`config.mk`:
```
export PLATFORM = sky130hd
export DESIGN_NAME = rtc_top
export DESIGN_NICKNAME = d
export VERILOG_FILES = /design/src/rtl/rtc_pkg.sv /design/src/rtl/rtc_decode.sv /design/src/rtl/rtc_dpath.sv /design/src/rtl/rtc_top.sv
export SDC_FILE = /design/constraint.sdc
export NUM_CORES = 1
export LEC_CHECK = 0
export ABC_AREA = 1
export ABC_CLOCK_PERIOD_IN_PS = 2200
export BUFFER_PORTS_ARGS = -buffer_cell sky130_fd_sc_hd__buf_2
export CAP_MARGIN = 5
export CELL_PAD_IN_SITES_DETAIL_PLACEMENT = 0
export CELL_PAD_IN_SITES_GLOBAL_PLACEMENT = 1
export CORE_ASPECT_RATIO = 1.5
export CORE_MARGIN = 5
export CORE_UTILIZATION = 44
export CTS_CLUSTER_SIZE = 24
export DETAILED_ROUTE_END_ITERATION = 10
export HOLD_SLACK_MARGIN = 0.1
export PLACE_DENSITY = 0.8
export SKIP_CTS_REPAIR_TIMING = 1
export SYNTH_ARGS = -nofsm -noshare
export SYNTH_HDL_FRONTEND = slang
export SYNTH_SLANG_ARGS = --single-unit
```
`constraint.sdc`:
```
create_clock -name clk -period 2.2 [get_ports clk]
set_input_delay 0.22 -clock clk [delete_from_list [all_inputs] [get_ports clk]]
set_output_delay 0.22 -clock clk [all_outputs]
set_load 0.01 [all_outputs]
```
`src/rtl/rtc_pkg.sv`:
```
package rtc_pkg;
  localparam int BYTES  = 4;
  localparam int DW     = 8;
  localparam int CW     = BYTES * DW;
  localparam int BSEL_W = $clog2(BYTES);

  // address plan, in byte units from the block base
  localparam int ADR_CTRL  = 0;
  localparam int ADR_ACK   = 1;
  localparam int ADR_LOAD  = 2;
  localparam int ADR_LIVE  = ADR_LOAD + BYTES;
  localparam int ADR_MATCH = ADR_LIVE + BYTES;
  localparam int ADR_END   = ADR_MATCH + BYTES;

  // control register bit positions
  localparam int BIT_RUN = 7;
  localparam int BIT_ALM = 1;
  localparam int BIT_ABT = 0;

  typedef enum logic [2:0] {
    RD_NONE,
    RD_CTRL,
    RD_ACK,
    RD_LIVE,
    RD_MATCH
  } rd_sel_e;

  typedef struct packed {
    logic              wrCtrl;
    logic              wrAck;
    logic [BYTES-1:0]  wrLoad;
    logic [BYTES-1:0]  wrMatch;
    rd_sel_e           rdSel;
    logic [BSEL_W-1:0] rdByte;
  } rtc_strobe_t;
endpackage

```
`src/rtl/rtc_decode.sv`:
```
module rtc_decode
  import rtc_pkg::*;
#(
  parameter int ADDR_W = 4
) (
  input  logic [ADDR_W-1:0] busAddr,
  input  logic              busWe,
  output rtc_strobe_t       strb
);
  logic [31:0] addrExt;
  logic [31:0] liveOff;
  logic [31:0] matchOff;
  logic        inLoad;
  logic        inLive;
  logic        inMatch;

  assign addrExt  = 32'(busAddr);
  assign liveOff  = addrExt - 32'(ADR_LIVE);
  assign matchOff = addrExt - 32'(ADR_MATCH);
  assign inLoad   = (addrExt >= 32'(ADR_LOAD))  && (addrExt < 32'(ADR_LIVE));
  assign inLive   = (addrExt >= 32'(ADR_LIVE))  && (addrExt < 32'(ADR_MATCH));
  assign inMatch  = (addrExt >= 32'(ADR_MATCH)) && (addrExt < 32'(ADR_END));

  // one-hot byte write strobes per window
  for (genvar b = 0; b < BYTES; b++) begin : g_byteStrb
    assign strb.wrLoad[b]  = busWe && (addrExt == 32'(ADR_LOAD + b));
    assign strb.wrMatch[b] = busWe && (addrExt == 32'(ADR_MATCH + b));
  end

  assign strb.wrCtrl = busWe && (addrExt == 32'(ADR_CTRL));
  assign strb.wrAck  = busWe && (addrExt == 32'(ADR_ACK));

  always_comb begin
    strb.rdSel  = RD_NONE;
    strb.rdByte = '0;
    if (addrExt == 32'(ADR_CTRL)) begin
      strb.rdSel = RD_CTRL;
    end else if (addrExt == 32'(ADR_ACK)) begin
      strb.rdSel = RD_ACK;
    end else if (inLive) begin
      strb.rdSel  = RD_LIVE;
      strb.rdByte = liveOff[BSEL_W-1:0];
    end else if (inMatch) begin
      strb.rdSel  = RD_MATCH;
      strb.rdByte = matchOff[BSEL_W-1:0];
    end else if (inLoad) begin
      strb.rdSel = RD_NONE;   // load window is write-only
    end
  end
endmodule

```
`src/rtl/rtc_dpath.sv`:
```
module rtc_dpath
  import rtc_pkg::*;
(
  input  logic          clk,
  input  logic          rstN,
  input  logic          tickIn,
  input  logic [DW-1:0] busWdata,
  input  rtc_strobe_t   strb,
  output logic [DW-1:0] busRdata,
  output logic [CW-1:0] cntVal,
  output logic [CW-1:0] almVal,
  output logic          runEn,
  output logic          almEn,
  output logic          abortEn,
  output logic          pendFlag
);
  logic [CW-1:0] cntLoadMix;
  logic [CW-1:0] almNext;
  logic [CW-1:0] cntNext;
  logic          anyLoad;
  logic          stepOk;
  logic          fireNow;

  // byte-wise merge of bus data into counter and compare value
  for (genvar b = 0; b < BYTES; b++) begin : g_byteMix
    assign cntLoadMix[b*DW +: DW] = strb.wrLoad[b]  ? busWdata : cntVal[b*DW +: DW];
    assign almNext[b*DW +: DW]    = strb.wrMatch[b] ? busWdata : almVal[b*DW +: DW];
  end

  assign anyLoad = |strb.wrLoad;
  assign stepOk  = tickIn && runEn;

  always_comb begin
    if (anyLoad)      cntNext = cntLoadMix;     // bus write wins over the tick
    else if (stepOk)  cntNext = cntVal + 1'b1;  // natural wrap at all-ones
    else              cntNext = cntVal;
  end

  assign fireNow = almEn && (cntNext != cntVal) && (cntNext == almVal);

  always_ff @(posedge clk or negedge rstN) begin
    if (!rstN) begin
      cntVal   <= '0;
      almVal   <= '0;
      runEn    <= 1'b0;
      almEn    <= 1'b0;
      abortEn  <= 1'b0;
      pendFlag <= 1'b0;
    end else begin
      cntVal <= cntNext;
      almVal <= almNext;
      if (strb.wrCtrl) begin
        runEn   <= busWdata[BIT_RUN];
        almEn   <= busWdata[BIT_ALM];
        abortEn <= busWdata[BIT_ABT];
      end
      if (fireNow)
        pendFlag <= 1'b1;
      else if (strb.wrAck && !busWdata[0])
        pendFlag <= 1'b0;
    end
  end

  always_comb begin
    busRdata = '0;
    unique case (strb.rdSel)
      RD_CTRL: begin
        busRdata[BIT_RUN] = runEn;
        busRdata[BIT_ALM] = almEn;
        busRdata[BIT_ABT] = abortEn;
      end
      RD_ACK:   busRdata[0] = pendFlag;
      RD_LIVE:  busRdata = cntVal[strb.rdByte*DW +: DW];
      RD_MATCH: busRdata = almVal[strb.rdByte*DW +: DW];
      default:  busRdata = '0;
    endcase
  end
endmodule

```
`src/rtl/rtc_top.sv`:
```
module rtc_top
  import rtc_pkg::*;
#(
  parameter int ADDR_W = 4
) (
  input  logic              clk,
  input  logic              rstN,
  input  logic              tickIn,
  input  logic [ADDR_W-1:0] busAddr,
  input  logic              busWe,
  input  logic [7:0]        busWdata,
  output logic [7:0]        busRdata,
  output logic              alarmIrq
);
  rtc_strobe_t   strb;
  logic [CW-1:0] cntVal;
  logic [CW-1:0] almVal;
  logic          runEn;
  logic          almEn;
  logic          abortEn;
  logic          pendFlag;

  rtc_decode #(.ADDR_W(ADDR_W)) decode_i (
    .busAddr (busAddr),
    .busWe   (busWe),
    .strb    (strb)
  );

  rtc_dpath dpath_i (
    .clk      (clk),
    .rstN     (rstN),
    .tickIn   (tickIn),
    .busWdata (busWdata),
    .strb     (strb),
    .busRdata (busRdata),
    .cntVal   (cntVal),
    .almVal   (almVal),
    .runEn    (runEn),
    .almEn    (almEn),
    .abortEn  (abortEn),
    .pendFlag (pendFlag)
  );

  assign alarmIrq = pendFlag;
endmodule

```
=== Yosys cells after proc, flatten, opt, wreduce, memory -nomap -nowiden ===
Index checks and enable logic that the tools add are counted.
Widths: inputs -> output; s select.

* Register bits: 68
* Bits in latches: 0
* Memory bits (writable): 0
* ROM bits: 0
* Output and inout bits: 9
* Logic and storage cells: 72
* Memories: 0

* Add/sub/neg operators: 3
* Multipliers: 0
* Div/mod/pow operators: 0
* Order comparisons: 4
* Equality and inequality tests: 15
* Shifts and indexed selects: 2
* Multiplexer cells: 19
* Bitwise logic cells: 0
* Reductions and logical operators: 20

{| class="wikitable"
|+ Operators with widths
! cell !! count
|-
| $mux 32 || 2
|-
| $shiftx 32x6->8 || 2
|-
| $add 32x1->32 const B || 1
|-
| $eq 32x32->1 || 1
|-
| $logic_not 32->1 || 1
|-
| $mux 8 || 4
|-
| $ne 32x32->1 || 1
|-
| $eq 4x4->1 const B || 4
|-
| $logic_and 1x1->1 || 16
|-
| $pmux 5 s2 || 1
|-
| $mux 3 || 3
|-
| $eq 4x2->1 const B || 2
|-
| $eq 4x3->1 const B || 2
|-
| $lt 4x4->1 const B || 2
|-
| $eq 3x2->1 const B || 2
|-
| $mux 2 || 3
|-
| $pmux 1 s3 || 2
|-
| $mux 5 || 1
|-
| $eq 4x1->1 const B || 1
|-
| $ge 4x3->1 const B || 1
|-
| $ge 4x4->1 const B || 1
|-
| $pmux 1 s4 || 1
|-
| $reduce_or 4->1 || 1
|-
| $sub 2x2->2 const B || 2
|-
| 5 further kinds || 6
|}

=== Longest topological paths before layout ===
Gate-level depths: netlist of run 1.

* Word-level depth: 8
* Mapped depth: 19

=== Hierarchy ===
A second synthesis of run 1 with hierarchy kept.

* Cells, all modules: 1,031
* Area, all modules: 6,133.4 µm²

{| class="wikitable"
|+ Modules (own cells, without submodules)
! module !! times used !! cells an instance !! area an instance (µm²)
|-
| rtc_dpath || 1 || 993 || 5,984.5
|-
| rtc_decode || 1 || 38 || 148.9
|}

=== Worst setup path after synthesis of run 1 ===
Ideal clock, no wire load.

* Path kind: register to register
* From: reg dpath_i.cntVal[0]
* To: reg dpath_i.pendFlag
* Setup time: 0.121 ns
* Arrival: 1.893 ns
* Required time: 2.079 ns
* Setup slack: 0.186 ns
* Cell stages (with the launch flop): 19
* Path buffers: 0
* Clock period less this slack: 2.014 ns
* Cells stage by stage: dfrtp_1 ha_1 inv_1 nor2_2 nand3_2 nor2_2 nand3_1 nand2_1 nand2_1 nand2_1 nand2_1 nand2_1 nand2_1 nor2_1 nand2_1 nor2_1 nand3_1 nand2_1 nand2_1

* Longest elaborated chain between the ends: 7
* Elaborated cells between the ends (all ways): 10
* Classes of those cells: add/sub (1); eq/ne (2); mux (4); reduce/logical (3)

{| class="wikitable"
|+ Ends and longest elaborated chain
! element !! RTL line !! RTL
|-
| from (decl) || rtc_dpath.sv:10 || <nowiki>output logic [CW-1:0] cntVal,</nowiki>
|-
| from (signal assigned) || rtc_dpath.sv:50 || <nowiki>cntVal <= cntNext;</nowiki>
|-
| $add 32x1->32 || rtc_dpath.sv:35 || <nowiki>else if (stepOk) cntNext = cntVal + 1'b1;</nowiki>
|-
| $mux 32 || rtc_dpath.sv:35 ||
|-
| $mux 32 || rtc_dpath.sv:34 || <nowiki>if (anyLoad) cntNext = cntLoadMix;</nowiki>
|-
| $ne 32x32->1 || rtc_dpath.sv:39 || <nowiki>assign fireNow = almEn && (cntNext != cntVal) && (cntNext == almVal);</nowiki>
|-
| $logic_and 1x1->1 || rtc_dpath.sv:39 ||
|-
| $logic_and 1x1->1 (*) || rtc_dpath.sv:39 ||
|-
| $mux 1 / $reduce_bool 2->1 (equally long branches) || - ||
|-
| to (signal assigned) || rtc_dpath.sv:48 || <nowiki>pendFlag <= 1'b0;</nowiki>
|-
| to (signal assigned) || rtc_dpath.sv:58 || <nowiki>pendFlag <= 1'b1;</nowiki>
|-
| to (signal assigned) || rtc_dpath.sv:60 || <nowiki>pendFlag <= 1'b0;</nowiki>
|-
| to (decl) || rtc_dpath.sv:15 || <nowiki>output logic pendFlag</nowiki>
|}

Mark *: on every way between the ends. The rest lies on a longest branch, timed or not.
A chain may end at the register's enable or synchronous reset.

=== Final worst setup path of run 1 ===
* From: reg dpath_i.cntVal[1]
* To: reg dpath_i.pendFlag

* Longest elaborated chain between the ends: 7
* Elaborated cells between the ends (all ways): 10
* Classes of those cells: add/sub (1); eq/ne (2); mux (4); reduce/logical (3)

{| class="wikitable"
|+ Ends and longest elaborated chain
! element !! RTL line !! RTL
|-
| $add 32x1->32 (*) || rtc_dpath.sv:35 ||
|-
| $mux 32 (*) || rtc_dpath.sv:35 ||
|-
| $mux 32 (*) || rtc_dpath.sv:34 ||
|-
| named net dpath_i.cntNext[16] || rtc_dpath.sv:19 || <nowiki>logic [CW-1:0] cntNext;</nowiki>
|-
| $ne 32x32->1 || rtc_dpath.sv:39 ||
|-
| $logic_and 1x1->1 || rtc_dpath.sv:39 ||
|-
| $logic_and 1x1->1 (*) || rtc_dpath.sv:39 ||
|-
| $mux 1 / $reduce_bool 2->1 (equally long branches) || - ||
|}

Mark *: on every way through the listed nets, which the timed path passes. The rest lies on a longest branch.

==> results of run 1 <==
==> worst max-delay path by stage <==
stage                 startpoint               end  depth (start not counted)
5_1_grt        dpath_i.cntVal[1]  dpath_i.pendFlag                         18
4_1_cts        dpath_i.cntVal[1]  dpath_i.pendFlag                         16
2_1_floorplan  dpath_i.cntVal[0]  dpath_i.pendFlag                         18
3_3_place_gp   dpath_i.cntVal[1]  dpath_i.pendFlag                         16
6_report       dpath_i.cntVal[1]  dpath_i.pendFlag                         19
3_5_place_dp   dpath_i.cntVal[1]  dpath_i.pendFlag                         16
==> routing by layer <==
metal / routed length (microns) / share of wire (%)
met4: 2430 / 9.2
met2: 12900 / 49
met1: 9580 / 36
met5: 0 / 0
met3: 1450 / 5.5
==> cell usage in the layout (no fill, tap or decap), types with 3 or more instances in the layout <==
master     synthesis  layout
nand2_1          365     354
buf_4              1     164
o21ai_1            0      10
a21oi_2            0       3
nor2_4             4       9
buf_6              6       7
o22ai_1            3       3
inv_2              6      11
nor2_1            95      80
nor2_2             9      19
a21oi_1           25      22
nand3_1           89      86
xor2_1            11      11
nand2_2            9      20
inv_1            112     107
clkbuf_16          0      10
o211ai_2           6       6
o21ai_2            0       4
nand4_1           20      20
dfrtp_1           68      67
o21ai_0          109      95
buf_2              4      23
buf_12             0       8
nand3_2           11      13
o211ai_1           6       6
==> state kept, by name (all words and copies together), names as in the netlist <==
signal / flops
dpath_i.almVal: 32
dpath_i.cntVal: 32
dpath_i.abortEn: 1
dpath_i.almEn: 1
dpath_i.runEn: 1
dpath_i.pendFlag: 1
==> Yosys cell counts <==
library cell	n	share of area [%]
ha_1	1	0.21
nand2_4	1	0.19
o21ai_0	109	9.2
a22o_1	1	0.15
buf_8	2	0.51
o211ai_2	6	1.3
nor3_1	3	0.25
nand3b_1	2	0.25
o22ai_1	3	0.32
o21bai_1	1	0.13
clkbuf_1	12	0.76
nand3_2	11	1.9
nor2_2	9	0.95
nand3_1	89	7.5
buf_2	4	0.34
a21oi_1	25	2.1
nor2_4	4	0.76
o211ai_1	6	0.76
o2111ai_1	1	0.15
inv_1	112	7.1
nor2_1	95	6.0
xor2_1	11	1.6
nand2_1	365	23
nand2_2	9	0.95
buf_6	6	1.1
o221ai_1	3	0.44
buf_4	1	0.13
nand4_1	20	2.1
nand3_4	1	0.30
inv_2	6	0.38
dfrtp_1	68	29
clkbuf_2	2	0.17
==> worst max-delay path, cell delays in order, from the launching register on <==
cell     delay [ps]
dfrtp_1         410
ha_2            210
inv_2            60
nor2_4          160
nand2_1         110
nor2_2          160
buf_6           130
nand3_1          70
nand2_1          60
nand3_1          90
nand2_2          90
inv_1            60
nand2_1          50
nand2_1          50
nor2_2          110
nand2_1          70
nor2_2          160
nand3_1         100
nand2_1          70
nand2_1          40
==> stage by stage <==
| step | total power, W | std cells | worst slack, ps |
|---|---|---|---|
| after floorplan | 0.00393 | 989 | 186 |
| after global placement | 0.00573 | 1312 | -357 |
| after detailed placement | 0.00574 | 1312 | -373 |
| after CTS | 0.00738 | 1328 | -380 |
| after global routing | 0.00816 | 1344 | -313 |
| final | 0.00764 | 1344 | -163 |
==> kinds of logic (layout without fill, tap and decap cells) <==
kind of cell / Yosys count / after routing / synth area share [%]
AO/OA/AOI/OAI: 155 / 155 / 14.5
XOR/XNOR: 11 / 11 / 1.63
adder cells (fa/ha/maj): 1 / 1 / 0.211
buffers and inverters: 145 / 338 / 10.5
flip-flops: 68 / 68 / 28.8
AND/OR/NAND/NOR: 609 / 609 / 44.3
==> power groups by stage <==
stage	logic, W	clock network, W	registers, W
after global routing	0.00447	0.00172	0.00196
after floorplan	0.00206	0	0.00187
after global placement	0.00379	0	0.00194
after detailed placement	0.00380	0	0.00194
final	0.00409	0.00162	0.00193
after CTS	0.00382	0.00164	0.00192
==> final cells by class <==
type | count | area [sq um] | share of cell area [%]
multi-input cells | 776 | 3750 | 46.6
repair buffers | 204 | 1620 | 20.1
clock buffers | 9 | 225 | 2.80
well taps | 162 | 203 | 2.52
inverters | 118 | 443 | 5.51
flip-flops and latches | 68 | 1700 | 21.2
clock inverters | 7 | 98.8 | 1.23
==> impl_metrics.toml, run 1 <==
[floorplanning]
start_util_pct = 44.4
die_width_microns = 105
placeableCoreArea_sq_um = 13300
die_h_microns = 152
io_pins = 25
fp-row-count = 52
die_area_sq_um = 15900

[synth]
netlist_area_sq_um = 5920
synth_cell_type_count = 32
synth.net_count = 1006
postSynthAreaPerCell_sq_um = 5.98
syn-instance-count = 989
yosysSeqAreaShare_pct = 28.8
synth.ff_latch_count = 68
yosysWarningCount = 0

[finish]
n_fill_cell = 1370
post-route-util_pct = 60.3
design.final.nets = 1194
layout-drive-gt1-share_pct = 26.3
area_growth_syn_to_layout_pct = 35.9
number_of_antenna_cells_inserted = 0
final_design_area_no_fill_sq_um = 8050

[placement]
placement.cell_area_sq_um = 7390
dp.final_hpwl_mm = 21.0
place.port_buffers = 24
place_congestion = 0.979

[timing]
max_slew_margin_pct = 53.0
post-route-min-period_ps = 2360
setup_viol = 3
fin_skew_ps = 8.29
final_max_slew_viol_count = 0
totalNegativeSetupSlack_ps = -171
hold_viol_final = 0
timing.final.ws_setup_ps = -163
fmax_mhz = 423
tightest_slew_ps = 702
fin_crit_sh_pct = 107
rsz_0062_raised_after_global_routing = "yes"
timing.hold.ws_ps = 144

[clock_network]
cts_buffers = 9
clock_tree_from_tritoncts = "done"
worst_skew_pair.late_latency_ps = 340
path_clk_slew_ps = 60
ctsLongestPathBuffers = 2
cts.htree.levels = 3
cts_num_sinks = 68
clock_tree.root_cell = "clkbuf_16"

[drt]
initialDrtViolationCount = 537
drc = 0
drt_first_pass_iters = 6
wl_mm = 26.4
avgViaCountPerCell = 5.49
routed-via-count = 7380
average_wire_per_standard_cell_microns = 19.6
antenna_violating_nets_left = 0

[global_route]
residual_overflow_from_global_routing = 0
grtUsageMet3_pct = 4.63
grt_start_max_net_pins = 36
grt_max_usage_layer = "met2"
first_global_vias = 7066
initial_antenna_violation_count = 0
globalRouteMet1Util_pct = 36.3
grt_usage_pct = 32.3
grt_first_pass_wirelength_mm = 39.5
global_route.usage.met2_pct = 55.3

[min_path]
worstHoldStart = "busWdata[2]"
hold_path_stages = 3
hold_end = "dpath_i.almVal[26]"
min_path_type = "primary input to register"

[status]
status = "finished with violations"
failed_checks = "setup timing"

[worst_setup_path]
worst-r2r-cell-count = 19
critical_path_data_arrival_time_ps = 2600
ws_path_type = "register to register"
r2r_setup_slack_ps = -160
timing.critical_path.from_type = "register"
path_max_fanout = 4
regToRegStartpoint = "dpath_i.cntVal[1]"
cp_data_required_time_ps = 2430
critical_path.endpoint_type = "register"
worst_r2r_endpoint = "dpath_i.pendFlag"

[power]
comb_power_share_pct = 53.5
power.ir.vdd_worst_mv = 0.652
power.sequential.fraction_pct = 25.3
cellInternalPower_w = 0.00422
swShare_pct = 44.8
power.clock.fraction_pct = 21.2
power.switching_w = 0.00342
p_per_area_nw_per_um2 = 949
total_leakage_power_nw = 4.15

[run]
max_cap_viol_count = 0
(Power assumes the default switching activity.)
==> run 2, diff against run 1 <==
--- a/config.mk
+++ b/config.mk
@@ -18,7 +18,9 @@
 export DETAILED_ROUTE_END_ITERATION = 10
 export HOLD_SLACK_MARGIN = 0.1
 export PLACE_DENSITY = 0.8
+export RECOVER_POWER = 100
 export SKIP_CTS_REPAIR_TIMING = 1
 export SYNTH_ARGS = -nofsm -noshare
 export SYNTH_HDL_FRONTEND = slang
+export SYNTH_HIERARCHICAL = 1
 export SYNTH_SLANG_ARGS = --single-unit
==> run 2 against run 1 <==
Compared with the run above: the flow still finishes with violations (setup timing); clock skew fell by 2.2 ps; synthesized cell count up 4.2%; register-to-register slack improved by 70 ps; die area is 3.3% higher; power is 2.6% higher; combinational power grew 3%; fmax about the same; wire length is 4.5% lower.
==> impl_metrics.toml, run 2 <==
[clock_network]
clock_tree_from_tritoncts = "done"
cts.htree.levels = 3
ctsLongestPathBuffers = 2
cts_buffers = 9
path_clk_slew_ps = 60
cts_num_sinks = 68
clock_tree.root_cell = "clkbuf_16"
worst_skew_pair.late_latency_ps = 340

[worst_setup_path]
cp_top_family = "buffers and inverters"
crit_top_cell = "nand2_4"
worstPathCellList = "buf_2 -> clkbuf_4 -> clkbuf_1 -> nand2_4 -> nand2_4 -> nand2_4 -> nor2_4 -> inv_4 -> clkbuf_16 -> o21ai_0 -> a21oi_1 -> a221o_1 -> buf_2"
timing.critical_path.from_type = "primary input"
critical_path.endpoint_type = "output pin"
cp_slowest_stage_delay_ps = 300
cp_data_required_time_ps = 1980
path_max_fanout = 13
ws_path_type = "primary input to output pin"
worst_path_max_delay_cell = "o21ai_0"
bufs_and_invs_on_worst_path = 6
critical_path_data_arrival_time_ps = 2140

[floorplanning]
start_util_pct = 44.3
fp-row-count = 53
die_width_microns = 106
die_h_microns = 155
io_pins = 25
placeableCoreArea_sq_um = 13900
die_area_sq_um = 16400

[synth]
fraction_of_post_synthesis_cell_area_in_the_top_cell_type_by_area_pct = 27.7
netlist_area_sq_um = 6130
yosysWarningCount = 6
synth.mux.area_fraction_pct = 0
yosys.area_share.xor_xnor_pct = 0.857
yosys_most_used_dff = "dfrtp_1"
synth-compound-area-share_pct = 14.1
synthMostInstantiatedCell = "nand2_1"
synthesized_area_fraction_occupied_by_and_or_nand_nor_cells_pct = 47.4
syn-instance-count = 1031
synth_top_family_by_area = "simple AND/OR/NAND/NOR gates"
synth.net_count = 1048
synth.ff_latch_count = 68
netlist_top_cells_count = "335 x nand2_1, 115 x nand3_1, 114 x inv_1, 88 x nor2_1, 84 x o21ai_0"
synth_async_sr_flop_share_pct = 100
synth.largest_area_cell = "dfrtp_1"
postSynthAreaPerCell_sq_um = 5.95
post_synth_fa_ha_maj_area_fraction_pct = 0.204
netlist_top_cells_area = "dfrtp_1 28%, nand2_1 21%, nand3_1 9.4%, inv_1 7.0%, o21ai_0 6.9%"
synth_cell_type_count = 32
synth_edf_count = 0
yosysSeqAreaShare_pct = 27.7

[drt]
routed-via-count = 7560
wl_mm = 25.2
antenna_violating_nets_left = 0
drc = 0
drt_first_pass_iters = 7
average_wire_per_standard_cell_microns = 18.4
initialDrtViolationCount = 528
avgViaCountPerCell = 5.52

[finish]
number_of_antenna_cells_inserted = 0
n_fill_cell = 1407
most_frequent_cells_in_the_layout = "325 x nand2_1, 144 x buf_4, 112 x nand3_1"
final-seq-area_sq_um = 1700
area_growth_syn_to_layout_pct = 33.6
layout-drive-gt1-share_pct = 26.8
layoutNonFillerInstCount = 1369
largestRegisters = "dpath_i/almVal (32), dpath_i/cntVal (32)"
design.final.nets = 1216
final_design_area_no_fill_sq_um = 8190
final_common_cell = "nand2_1"
multi_input_comb_area_sq_um = 4060

[power]
comb_power_share_pct = 53.8
power.clock.fraction_pct = 21.1
power.sequential.fraction_pct = 25.1
swShare_pct = 44.7
power.ir.vdd_worst_mv = 0.686
p_per_area_nw_per_um2 = 956
power.switching_w = 0.00350
cellInternalPower_w = 0.00433
total_leakage_power_nw = 4.09

[global_route]
residual_overflow_from_global_routing = 0
initial_antenna_violation_count = 0
grt_usage_pct = 29.9
first_global_vias = 7202
grt_first_pass_wirelength_mm = 37.7
grt_start_max_net_pins = 37

[run]
max_cap_viol_count = 0

[timing]
tightest_slew_ps = 1100
rsz_0062_raised_after_global_routing = "yes"
fin_skew_ps = 6.04
totalNegativeSetupSlack_ps = -824
final_max_slew_viol_count = 0
fin_crit_sh_pct = 107
timing.final.ws_setup_ps = -164
hold_viol_final = 0
post-route-min-period_ps = 2360
fmax_mhz = 423
max_slew_margin_pct = 26.6
setup_viol = 9
timing.hold.ws_ps = 159

[placement]
place_congestion = 0.955
placement.cell_area_sq_um = 7550
place_ws_ps = -329
place.port_buffers = 24
dp.final_hpwl_mm = 19.2
dpl.cell_count = 1344

[status]
failed_checks = "setup timing"
status = "finished with violations"

[min_path]
min_path_type = "primary input to register"
[run 2: changes by cell type after synthesis, sizes merged, moves of 7 or more]
cell	change
a21oi	+34
nand2	-13
nand3	+24
nand4	-7
o21ai	-22
or2	+17
[run 2: cells by family after synthesis]
family | count (synthesis)
AO/OA/AOI/OAI | 164
AND/OR/NAND/NOR | 641
adder cells (fa/ha/maj) | 1
buffers and inverters | 151
XOR/XNOR | 6
flip-flops | 68
[run 2: worst paths after layout]
kind | slack (ps) | from | depth (start not counted) | to
min | 160 | busWdata[4] | 3 | dpath_i/almVal[20]
min in group asynchronous | 610 | rstN | 2 | dpath_i/almVal[21]
max reg2reg | -90 | dpath_i/cntVal[0] | 19 | dpath_i/pendFlag
max in group asynchronous | 330 | rstN | 3 | dpath_i/almVal[24]
max | -160 | busAddr[2] | 13 | busRdata[1]
min reg2reg | 560 | dpath_i/abortEn | 2 | dpath_i/abortEn
[run 2: worst reg2reg max path: stages (launching register included)]
cell and delay (ps):
dfrtp_1 390, ha_2 190, inv_2 60, nor2_4 140, buf_4 150, nand3_2 90, nor2_2 140, nand2_1 70
nand2_1 60, nand2_1 50, nand2_1 70, nand2_1 70, buf_4 140, nand2_1 70, nand3_2 110, nor2_2 140
nand3_1 90, nor2_1 110, nand2_1 60, nand2_1 50
[run 2: layout make-up]
type | count | area share, %
multi-input combinational | 812 | 49.5
sequential | 68 | 20.8
timing repair buffer | 188 | 17.7
inverter | 120 | 5.54
clock buffer | 10 | 2.92
tap | 165 | 2.52
clock inverter | 6 | 1.07
[run 2: routing by layer]
metal | up-vias | part of all wire (%) | global-route usage, %
met5 | - | 0 | 0
met4 | 0 | 6.0 | 15.9
met3 | 89 | 5.6 | 2.67
met2 | 295 | 50 | 53.1
met1 | 3501 | 38 | 35.4
li1 | 3675 | - | -
[run 2: stage by stage]
stage | power [W] | utilization, %
3_5_place_dp | 0.00587 | 54.4
3_3_place_gp | 0.00584 | 54.4
2_1_floorplan | 0.00411 | -
4_1_cts | 0.00755 | 56.8
5_1_grt | 0.00838 | 59.1
6_report | 0.00783 | 59.1
[run 2: power by group through the flow]
| stage | Sequential [W] | Combinational [W] | Clock [W] |
|---|---|---|---|
| after floorplan | 0.00195 | 0.00217 | 0 |
| after global placement | 0.00197 | 0.00387 | 0 |
| after detailed placement | 0.00197 | 0.00390 | 0 |
| after CTS | 0.00195 | 0.00392 | 0.00167 |
| after global routing | 0.00201 | 0.00464 | 0.00173 |
| final | 0.00196 | 0.00421 | 0.00165 |
